==> src/rtl/sstx_pkg.sv <==
package sstx_pkg;
    localparam int WORD_W = 9;
    localparam int IDX_W  = $clog2(WORD_W);

    typedef enum logic [1:0] {
        PH_IDLE,
        PH_START,
        PH_DATA,
        PH_STOP
    } phase_t;

    typedef struct packed {
        logic nine;
        logic cpol;
        logic cpha;
        logic lastclk;
        logic hdx;
    } mode_t;
endpackage

==> src/rtl/sstx_timer.sv <==
module sstx_timer #(
    parameter int DIV_W = 16
) (
    input  logic             clk,
    input  logic             rst_n,
    input  logic             run,
    input  logic [DIV_W-1:0] period,
    output logic [DIV_W-1:0] cnt_d,
    output logic             wrap
);
    logic [DIV_W-1:0] cnt_q;

    always_comb begin
        wrap = run && (cnt_q == period - DIV_W'(1));
        if (!run || wrap) begin
            cnt_d = '0;
        end else begin
            cnt_d = cnt_q + DIV_W'(1);
        end
    end

    always_ff @(posedge clk or negedge rst_n) begin
        if (!rst_n) begin
            cnt_q <= '0;
        end else begin
            cnt_q <= cnt_d;
        end
    end
endmodule

==> src/rtl/sstx_sclk.sv <==
module sstx_sclk
    import sstx_pkg::*;
#(
    parameter int DIV_W = 16
) (
    input  logic             clk,
    input  logic             rst_n,
    input  phase_t           phase_d,
    input  logic [IDX_W-1:0] idx_d,
    input  logic [DIV_W-1:0] cnt_d,
    input  logic [DIV_W-1:0] half_d,
    input  mode_t            mode_d,
    output logic             sclk
);
    logic             sclk_d, sclk_q;
    logic             in_pulse;
    logic             pulse_ok;
    logic [IDX_W-1:0] last_idx;

    always_comb begin
        last_idx = mode_d.nine ? IDX_W'(WORD_W - 1) : IDX_W'(WORD_W - 2);
        in_pulse = mode_d.cpha ? (cnt_d < half_d) : (cnt_d >= half_d);
        pulse_ok = (phase_d == PH_DATA) && !mode_d.hdx &&
                   ((idx_d != last_idx) || mode_d.lastclk);
        sclk_d   = mode_d.cpol ^ (pulse_ok && in_pulse);
    end

    always_ff @(posedge clk or negedge rst_n) begin
        if (!rst_n) begin
            sclk_q <= 1'b0;
        end else begin
            sclk_q <= sclk_d;
        end
    end

    assign sclk = sclk_q;
endmodule

==> src/rtl/sstx_capture.sv <==
module sstx_capture
    import sstx_pkg::*;
#(
    parameter int DIV_W = 16
) (
    input  logic              clk,
    input  logic              rst_n,
    input  logic              clear,
    input  phase_t            phase_d,
    input  logic [IDX_W-1:0]  idx_d,
    input  logic [DIV_W-1:0]  cnt_d,
    input  logic [DIV_W-1:0]  half_d,
    input  logic              line,
    output logic [WORD_W-1:0] word
);
    logic [WORD_W-1:0] word_d, word_q;

    always_comb begin
        word_d = word_q;
        if (clear) begin
            word_d = '0;
        end else if (phase_d == PH_DATA && cnt_d == half_d) begin
            word_d[idx_d] = line;
        end
    end

    always_ff @(posedge clk or negedge rst_n) begin
        if (!rst_n) begin
            word_q <= '0;
        end else begin
            word_q <= word_d;
        end
    end

    assign word = word_q;
endmodule

==> src/rtl/sync_serial_tx.sv <==
module sync_serial_tx
    import sstx_pkg::*;
#(
    parameter int DIV_W   = 16,
    parameter int DIV_MIN = 4
) (
    input  logic              clk,
    input  logic              rst_n,
    input  logic              ld_valid,
    input  logic [WORD_W-1:0] ld_data,
    input  logic              cfg_nine,
    input  logic              cfg_cpol,
    input  logic              cfg_cpha,
    input  logic              cfg_lastclk,
    input  logic              cfg_hdx,
    input  logic [DIV_W-1:0]  cfg_div,
    input  logic              rx,
    output logic              tx,
    output logic              tx_oe,
    output logic              sclk,
    output logic              busy,
    output logic [WORD_W-1:0] rx_word,
    output logic              rx_done
);
    typedef struct packed {
        phase_t            phase;
        logic [IDX_W-1:0]  idx;
        logic [WORD_W-1:0] data;
        mode_t             mode;
        logic [DIV_W-1:0]  div;
        logic              tx;
        logic              oe;
        logic              busy;
        logic              done;
    } state_t;

    state_t           st_d, st_q;
    logic             load;
    logic             bit_end;
    logic [DIV_W-1:0] cnt_d;
    logic [DIV_W-1:0] half_d;
    logic [IDX_W-1:0] last_q;
    logic             rx_line;

    sstx_timer #(.DIV_W(DIV_W)) u_timer (
        .clk    (clk),
        .rst_n  (rst_n),
        .run    (st_q.phase != PH_IDLE),
        .period (st_q.div),
        .cnt_d  (cnt_d),
        .wrap   (bit_end)
    );

    always_comb begin
        st_d      = st_q;
        st_d.done = 1'b0;
        load      = ld_valid && (st_q.phase == PH_IDLE);
        last_q    = st_q.mode.nine ? IDX_W'(WORD_W - 1) : IDX_W'(WORD_W - 2);

        if (st_q.phase == PH_IDLE) begin
            st_d.mode.nine    = cfg_nine;
            st_d.mode.cpol    = cfg_cpol;
            st_d.mode.cpha    = cfg_cpha;
            st_d.mode.lastclk = cfg_lastclk;
            st_d.mode.hdx     = cfg_hdx;
            st_d.div          = (cfg_div < DIV_W'(DIV_MIN)) ? DIV_W'(DIV_MIN) : cfg_div;
        end

        if (load) begin
            st_d.phase = PH_START;
            st_d.idx   = '0;
            st_d.data  = cfg_nine ? ld_data : {1'b0, ld_data[WORD_W-2:0]};
        end else if (bit_end) begin
            case (st_q.phase)
                PH_START: begin
                    st_d.phase = PH_DATA;
                    st_d.idx   = '0;
                end
                PH_DATA: begin
                    if (st_q.idx == last_q) begin
                        st_d.phase = PH_STOP;
                    end else begin
                        st_d.idx = st_q.idx + IDX_W'(1);
                    end
                end
                PH_STOP: begin
                    st_d.phase = PH_IDLE;
                    st_d.done  = !st_q.mode.hdx;
                end
                default: st_d.phase = PH_IDLE;
            endcase
        end

        case (st_d.phase)
            PH_START: st_d.tx = 1'b0;
            PH_DATA:  st_d.tx = st_d.data[st_d.idx];
            default:  st_d.tx = 1'b1;
        endcase
        st_d.busy = (st_d.phase != PH_IDLE);
        st_d.oe   = !st_d.mode.hdx || st_d.busy;
        half_d    = st_d.div >> 1;
    end

    always_ff @(posedge clk or negedge rst_n) begin
        if (!rst_n) begin
            st_q       <= '0;
            st_q.phase <= PH_IDLE;
            st_q.div   <= DIV_W'(DIV_MIN);
            st_q.tx    <= 1'b1;
            st_q.oe    <= 1'b1;
        end else begin
            st_q <= st_d;
        end
    end

    sstx_sclk #(.DIV_W(DIV_W)) u_sclk (
        .clk     (clk),
        .rst_n   (rst_n),
        .phase_d (st_d.phase),
        .idx_d   (st_d.idx),
        .cnt_d   (cnt_d),
        .half_d  (half_d),
        .mode_d  (st_d.mode),
        .sclk    (sclk)
    );

    assign rx_line = st_q.mode.hdx ? st_q.tx : rx;

    sstx_capture #(.DIV_W(DIV_W)) u_cap (
        .clk     (clk),
        .rst_n   (rst_n),
        .clear   (load),
        .phase_d (st_d.phase),
        .idx_d   (st_d.idx),
        .cnt_d   (cnt_d),
        .half_d  (half_d),
        .line    (rx_line),
        .word    (rx_word)
    );

    assign tx      = st_q.tx;
    assign tx_oe   = st_q.oe;
    assign busy    = st_q.busy;
    assign rx_done = st_q.done;
endmodule

==> config.mk <==
export PLATFORM = sky130hd
export DESIGN_NAME = sync_serial_tx
export DESIGN_NICKNAME = d
export VERILOG_FILES = /design/src/rtl/sstx_pkg.sv /design/src/rtl/sstx_timer.sv /design/src/rtl/sstx_sclk.sv /design/src/rtl/sstx_capture.sv /design/src/rtl/sync_serial_tx.sv
export SDC_FILE = /design/constraint.sdc
export NUM_CORES = 1
export LEC_CHECK = 0
export BUFFER_PORTS_ARGS = -buffer_cell sky130_fd_sc_hd__buf_4
export CAP_MARGIN = 20
export CORE_MARGIN = 2
export CORE_UTILIZATION = 40
export CTS_BUF_LIST = sky130_fd_sc_hd__clkbuf_2
export DETAILED_ROUTE_END_ITERATION = 10
export PLACE_DENSITY = 0.56
export SKIP_LAST_GASP = 1
export SYNTH_ARGS = -nofsm -noshare
export SYNTH_HDL_FRONTEND = slang
export SYNTH_SLANG_ARGS = --single-unit
==> constraint.sdc <==
create_clock -name clk -period 5.5 [get_ports clk]
set_clock_uncertainty 0.15 [all_clocks]
set_input_delay 0.55 -clock clk [delete_from_list [all_inputs] [get_ports clk]]
set_output_delay 0.55 -clock clk [all_outputs]
set_load 0.03 [all_outputs]
== Word level (Yosys, flattened, before mapping) ==
Cells that the tools add are included.
Cells by class
  add/subtract/negate cells: 3
  magnitude comparators: 5
  eq/ne operators: 9
  mux-type cells: 26
  bitwise gates (word level): 1
  reduce and logical (&&, ||, !) cells: 17
Operators with widths (number)
  2-to-1 mux 9 bit: 4
  2-to-1 mux 16 bit: 2
  2-to-1 mux 21 bit: 1
  adder 16 x 1 -> 16 bit (second input constant): 1
  == test 16 x 15 -> 1 bit: 1
  == test 16 bit: 1
  >= comparator 16 x 15 -> 1 bit: 1
  < comparator 16 x 15 -> 1 bit: 1
  < comparator 16 x 3 -> 1 bit (second input constant): 1
  subtractor 16 x 1 -> 16 bit (second input constant): 1
  2-to-1 mux 4 bit: 3
  2-to-1 mux 6 bit: 2
  bitwise mux 9 bit: 1
  case mux 4 bit (2 select lines): 1
  logical AND 1 bit: 7
  2-to-1 mux 1 bit: 7
  == test 2 bit (second input constant): 3
  nonzero test 2 bit: 3
  < comparator 4 x 5 -> 1 bit (second input constant): 1
  adder 4 x 1 -> 4 bit (second input constant): 1
  binary-select mux 1 bit (select 4 bit): 1
  demux 1 bit (select 4 bit): 1
  == test 2 x 1 -> 1 bit (second input constant): 2
  == test 4 bit: 1
  9 further kinds: 13
Storage, ports and cells
  flip-flop bits (word level): 66
  input bits: 34
  logic and storage cells: 78

== Logic depth before layout (Yosys ltp) ==
  depth in word-level cells: 13
  depth in mapped cells: 24
  mapped depth without buffers: 22

== By module ==
Synthesis repeated with hierarchy kept, for this count alone.
Second synthesis, totals
  cells, all modules: 441
  area total of the unflattened synthesis: 4459.3 um2
By module, submodules not included
  sync_serial_tx: times used 1, cells an instance 139, area an instance 1798.0 um2, seq. area each 1004.7 um2
  sstx_timer: times used 1, cells an instance 169, area an instance 1456.4 um2, seq. area each 400.4 um2
  sstx_capture: times used 1, cells an instance 67, area an instance 680.7 um2, seq. area each 225.2 um2
  sstx_sclk: times used 1, cells an instance 66, area an instance 524.3 um2, seq. area each 25.0 um2

== Worst setup path before layout ==
No wires, ideal clock.
  path type: flip-flop to flip-flop
  start point: register st_q[4] (netlist bit)
  end point: register u_sclk.sclk_q, in the netlist u_sclk.sclk
  setup time: 0.096 ns
  arrival: 4.896 ns
  slack: 0.358 ns
  stages on the path, launching flop included: 25
  cell sequence: dfrtp_1 -> clkbuf_1 -> inv_1 -> ha_1 -> clkbuf_2 -> nor4b_2 -> nand3_1 -> mux2i_1 -> mux2i_1 -> nor4b_1 -> nand2_1 -> nand2b_1 -> clkbuf_1 -> nor2_1 -> ha_1 -> nor2b_1 -> o21ai_0 -> nand2b_1 -> a21oi_1 -> nor4_1 -> or3_1 -> or4_1 -> and4_1 -> a221o_1 -> a311oi_2
On the way
  elaborated cells between the ends (all ways): 17
  classes of those cells: add/sub: 1; order compare: 2; eq/ne: 3; mux: 4; bitwise: 1; reduce/logical: 6
RTL lines
  start, declared: RTL line sync_serial_tx.sv:37  | state_t st_d, st_q;
  start signal, assigned: RTL line sync_serial_tx.sv:112  | st_q <= st_d;
  subtractor 16 x 1 -> 16 bit (*): RTL line sstx_timer.sv:14  | wrap = run && (cnt_q == period - DIV_W'(1));
  == test 16 bit (*): RTL line sstx_timer.sv:14
  logical AND 1 bit (*): RTL line sstx_timer.sv:14
  logical OR 1 bit (*): RTL line sstx_timer.sv:15  | if (!run || wrap) begin
  2-to-1 mux 16 bit (*): RTL line sstx_timer.sv:15
  net cnt_d[1]: RTL line sync_serial_tx.sv:40  | logic [DIV_W-1:0] cnt_d;
  >= comparator 16 x 15 -> 1 bit / < comparator 16 x 15 -> 1 bit (equally long branches): RTL line sstx_sclk.sv:22  | in_pulse = mode_d.cpha ? (cnt_d < half_d) : (cnt_d >= half_d);
  2-to-1 mux 1 bit (*): RTL line sstx_sclk.sv:22
  logical AND 1 bit (*): RTL line sstx_sclk.sv:25  | sclk_d = mode_d.cpol ^ (pulse_ok && in_pulse);
  XOR 1 bit (*): RTL line sstx_sclk.sv:25
  net u_sclk.sclk_d: RTL line sstx_sclk.sv:15  | logic sclk_d, sclk_q;
  end signal, assigned: RTL line sstx_sclk.sv:32  | sclk_q <= sclk_d;
  end, declared: RTL line sstx_sclk.sv:15
The timed path passes the listed nets; every way through them passes the cells marked *.
A chain may end at the register's enable or synchronous reset.

== Worst setup path in the final report ==
Same ends and word-level chain as after synthesis.

==> summary.md <==
| Metric | Value |
|---|---|
| CP peak stage delay | 0.49 ns |
| WL final | 11,100 microns |
| Fin. max-slew vios | 0 |
| Final hold vios | 0 |
| Pre-CTS setup slack | 0.149 ns |
| Critical Path End Type | flip-flop |
| Worst skew pair latency | 0.53 ns |
| Top_reg_cell synth | dfrtp_1 |
| Post-synth EDFFs | 0 |
| Worst-path clk slew | 0.21 ns |
| Top area cells in the synthesized netlist | dfrtp_1 37%, mux2i_1 6.3%, ha_1 6.1% |
| YS warnings | 0 |
| Hold Crit Class | in -> reg |
| Core area | 10,400 sq um |
| Starting density of the core | between 40% and 50% |
| Die Span X | around 110 microns |
| CTS Buf Count | 9 |
| Post-route ant nets | 0 |
| Total negative slack | 0 ns |
| RePlAce Congestion | 0.842 |
| Crit path DAT | 5.40 ns |
| Lkg Pwr | ~2.3 nW |
| Slew @ Worst Pin | 0.879 ns |
| Kind of critical path | reg -> reg |
| Maximum vdd drop | 0.0000911 V |
| CTS max path bufs | 2 |
| Critical path fanouts, max | 7 |
| Critical-path top delay cell | dfrtp_2 |
| Fillers | 1,014 |
| Initial DRC count | 169 |
| Post-layout min period | ~5.1 ns |
| Vias in the first global route | between 3,000 and 4,000 |
| Initial antenna violation count | 0 |
| Vias per cell | between 5 and 6 |
| Yosys top cell by area | dfrtp_1 |
| Synth unique cells | 65 |
| Setup ws final | 0.390 ns |
| Non-filler cells, final | 661 |
| RSZ-0062 raised after global routing | no |
| Max Clk Rate | 196 MHz |
| Syn nets | 526 |
| Final nets | 575 |
| IO Port Bufs | 47 |
| Status | completed |
| Drt wl/cell | between 15 and 20 microns |
| Synth top area share | 36.7% |
| First-pass GRT wire length | 18,400 microns |
| Register area share after synthesis | 38.5% |
| Max_cap viols | 0 |
| Metal3 WL | 397 microns |
| Root Driver | clkbuf_2 |
| Area Growth Syn to Fin | 15.3% |
| Syn Inst Count | 471 |
| Reg area | approximately 1700 sq um |
| N_diodes | 0 |
| Syn Std Cell Area | 4300 sq um |
| Multi-input gate area | 2470 sq um |
| H-tree levels | 3 |
| TritonCTS sink count | 66 |
| Pwr/cell area | 167 nW/um^2 |
| Startpoint Class | flip-flop |
| Global route overflow | 0 |
| WL met1 | about 5700 microns |
| Largest net degree at the start of global routing | 67 |
| Row count | 37 |
| Crit-path cells | inv_1, ha_1, nor4b_4, nand3_1, xnor2_1, mux2i_1, nor4b_2, nand2_1, nand2b_1, buf_4, nor2_1, ha_1, nor2b_1, o21ai_0, nand2b_1, a21oi_1, nor4_1, or3_1, or4_1, and4_1, a221o_1, a311oi_2 |
| Flops & latches, synth | 66 |
| Die area | 11,600 sq um |
| Max_slew headroom | 41.4% |
| Via count | 3,641 |
| Period Utilization, post-route | between 90% and 100% |
| CTS tree | yes |
| IO Pins | 48 |
| Initial DRT Pass Iterations | 5 |
| Drc violations | 0 |
| Share of post-route cells with drive strength above 1 | 18.3% |
| Post-DP HPWL | about 8500 microns |
| Placed Cells incl. Taps | 642 |
| Die span in y | roughly 110 microns |
| Post-synth ARST share | 100% |
| All-layer global routing usage | 20.4% |
| Worst Path Required | approximately 5.8 ns |
| Synth Area per Inst | 9.12 sq um |
| Highest metal used | met4 |
| Final setup fails | 0 |
| Met2 wire len | 4800 microns |
==> worst max-delay path: cells and delay by family (launching register included) <==
| kind | cells | cell delay [ns] |
|---|---|---|
| AO/OA/AOI/OAI | 4 | 0.83 |
| XOR/XNOR | 1 | 0.21 |
| adder cells (fa/ha/maj) | 2 | 0.47 |
| buffers and inverters | 2 | 0.25 |
| flip-flops | 1 | 0.49 |
| multiplexers | 1 | 0.16 |
| AND/OR/NAND/NOR | 12 | 2.46 |
==> worst paths after layout <==
path,from,to,slack (ns),depth (start not counted)
setup / recovery,st_q[4],u_sclk.sclk,0.39,22
hold / removal,ld_data[7],st_q[32],0.07,3
setup reg to reg,st_q[4],u_sclk.sclk,0.39,22
hold reg to reg,st_q[20],rx_done,0.35,1
max in group asynchronous,rst_n,st_q[30],4.14,2
min in group asynchronous,rst_n,st_q[8],0.48,2
==> per-layer routing <==
layer | global-route usage (%) | vias to the layer above
li1 | - | 1782
met1 | 31.6 | 1767
met2 | 29.5 | 79
met3 | 2.42 | 13
met4 | 6.41 | 0
met5 | 0 | -
==> cell families (layout without fill, tap and decap cells) <==
logic type / after synthesis / after routing / synth area share (%)
adders and majority gates: 21 / 21 / 6.12
and+or+nand+nor: 208 / 208 / 25.9
AOI/OAI and AO/OA: 66 / 66 / 11.3
buffers and inverters: 47 / 101 / 4.40
DFF: 66 / 66 / 38.5
xor gates and xnor gates: 33 / 33 / 6.73
muxes: 30 / 30 / 7.08
==> metrics by stage <==
stage	instance area [sq um]	power, W	utilization (%)	hold WS [ns]
floorplan	4300	0.000497	-	0.104
global placement	4780	0.000528	46.1	0.302
detailed placement	4780	0.000528	46.1	0.313
CTS	4920	0.000841	47.4	0.0349
global route	4950	0.000862	47.8	0.0672
finish	4950	0.000826	47.8	0.0704
==> registers in the layout, summed over array words and instances (netlist names) <==
register and flops:
u_sclk.sclk 1, tx_oe 1, busy 1, u_timer.cnt_q 16, rx_done 1, tx 1, u_cap.word 9, st_q 36
==> cell usage in the layout, fill, tap and decap left out, types with 4 or more instances in the layout <==
master and instances:
nand2_1 54, nand2b_1 7, nand4_1 13, xnor2_1 17, mux2i_1 27, a21o_1 7
nor4_1 7, clkbuf_2 9, nand3_1 25, a21oi_1 13, inv_1 28, and4_1 4
and3_1 6, dfrtp_1 61, nor2b_1 4, ha_1 21, xor2_1 16, buf_4 55
nor3_1 21, o21ai_0 14, nor2_1 36, or4_1 5
==> final cells by class <==
cell class / count / area share [%]
clock buffer: 9 / 0.909
timing repair buffer: 56 / 8.54
sequential: 66 / 33.5
tap: 136 / 3.43
clock inverter: 7 / 1.57
inverter: 29 / 2.20
multi-input combinational: 358 / 49.9
==> report_power, final <==
group / switching [W] / internal [W] / total [W]
Clock: 0.000199 / 0.000108 / 0.000307
Sequential: 0 / 0.000486 / 0.000486
Combinational: 0.0000164 / 0.0000164 / 0.0000328
==> repair_timing <==
action                                 CTS  global route
endpoints found under the hold margin   63             0
hold buffers                             1             0
setup endpoints to repair                0             1
resized for setup                        0             5
setup buffers                            0             2
==> cells in the mapped netlist, types with 2 or more instances <==
cell type / count
o31ai_1: 3
nand2b_1: 7
or4b_1: 2
o21a_1: 2
a21o_1: 7
dfstp_2: 3
nor2b_1: 4
nand2_1: 54
o211a_1: 2
and2_1: 2
nand3b_1: 2
nand4_1: 13
inv_1: 28
a21oi_1: 13
nand3_1: 25
o21ba_2: 2
o211ai_1: 3
or3_1: 3
dfrtp_1: 63
nor3_2: 2
ha_1: 21
a31oi_1: 3
and3_1: 6
o21ai_0: 14
and4_1: 4
or4_1: 5
nor4_1: 7
mux2_2: 3
buf_2: 3
nor4b_1: 3
o32ai_1: 2
xor2_1: 16
a211oi_1: 3
xnor2_1: 17
nor2_1: 36
mux2i_1: 27
nor3_1: 22
clkbuf_1: 12
Power figures use the tool's default switching activity.
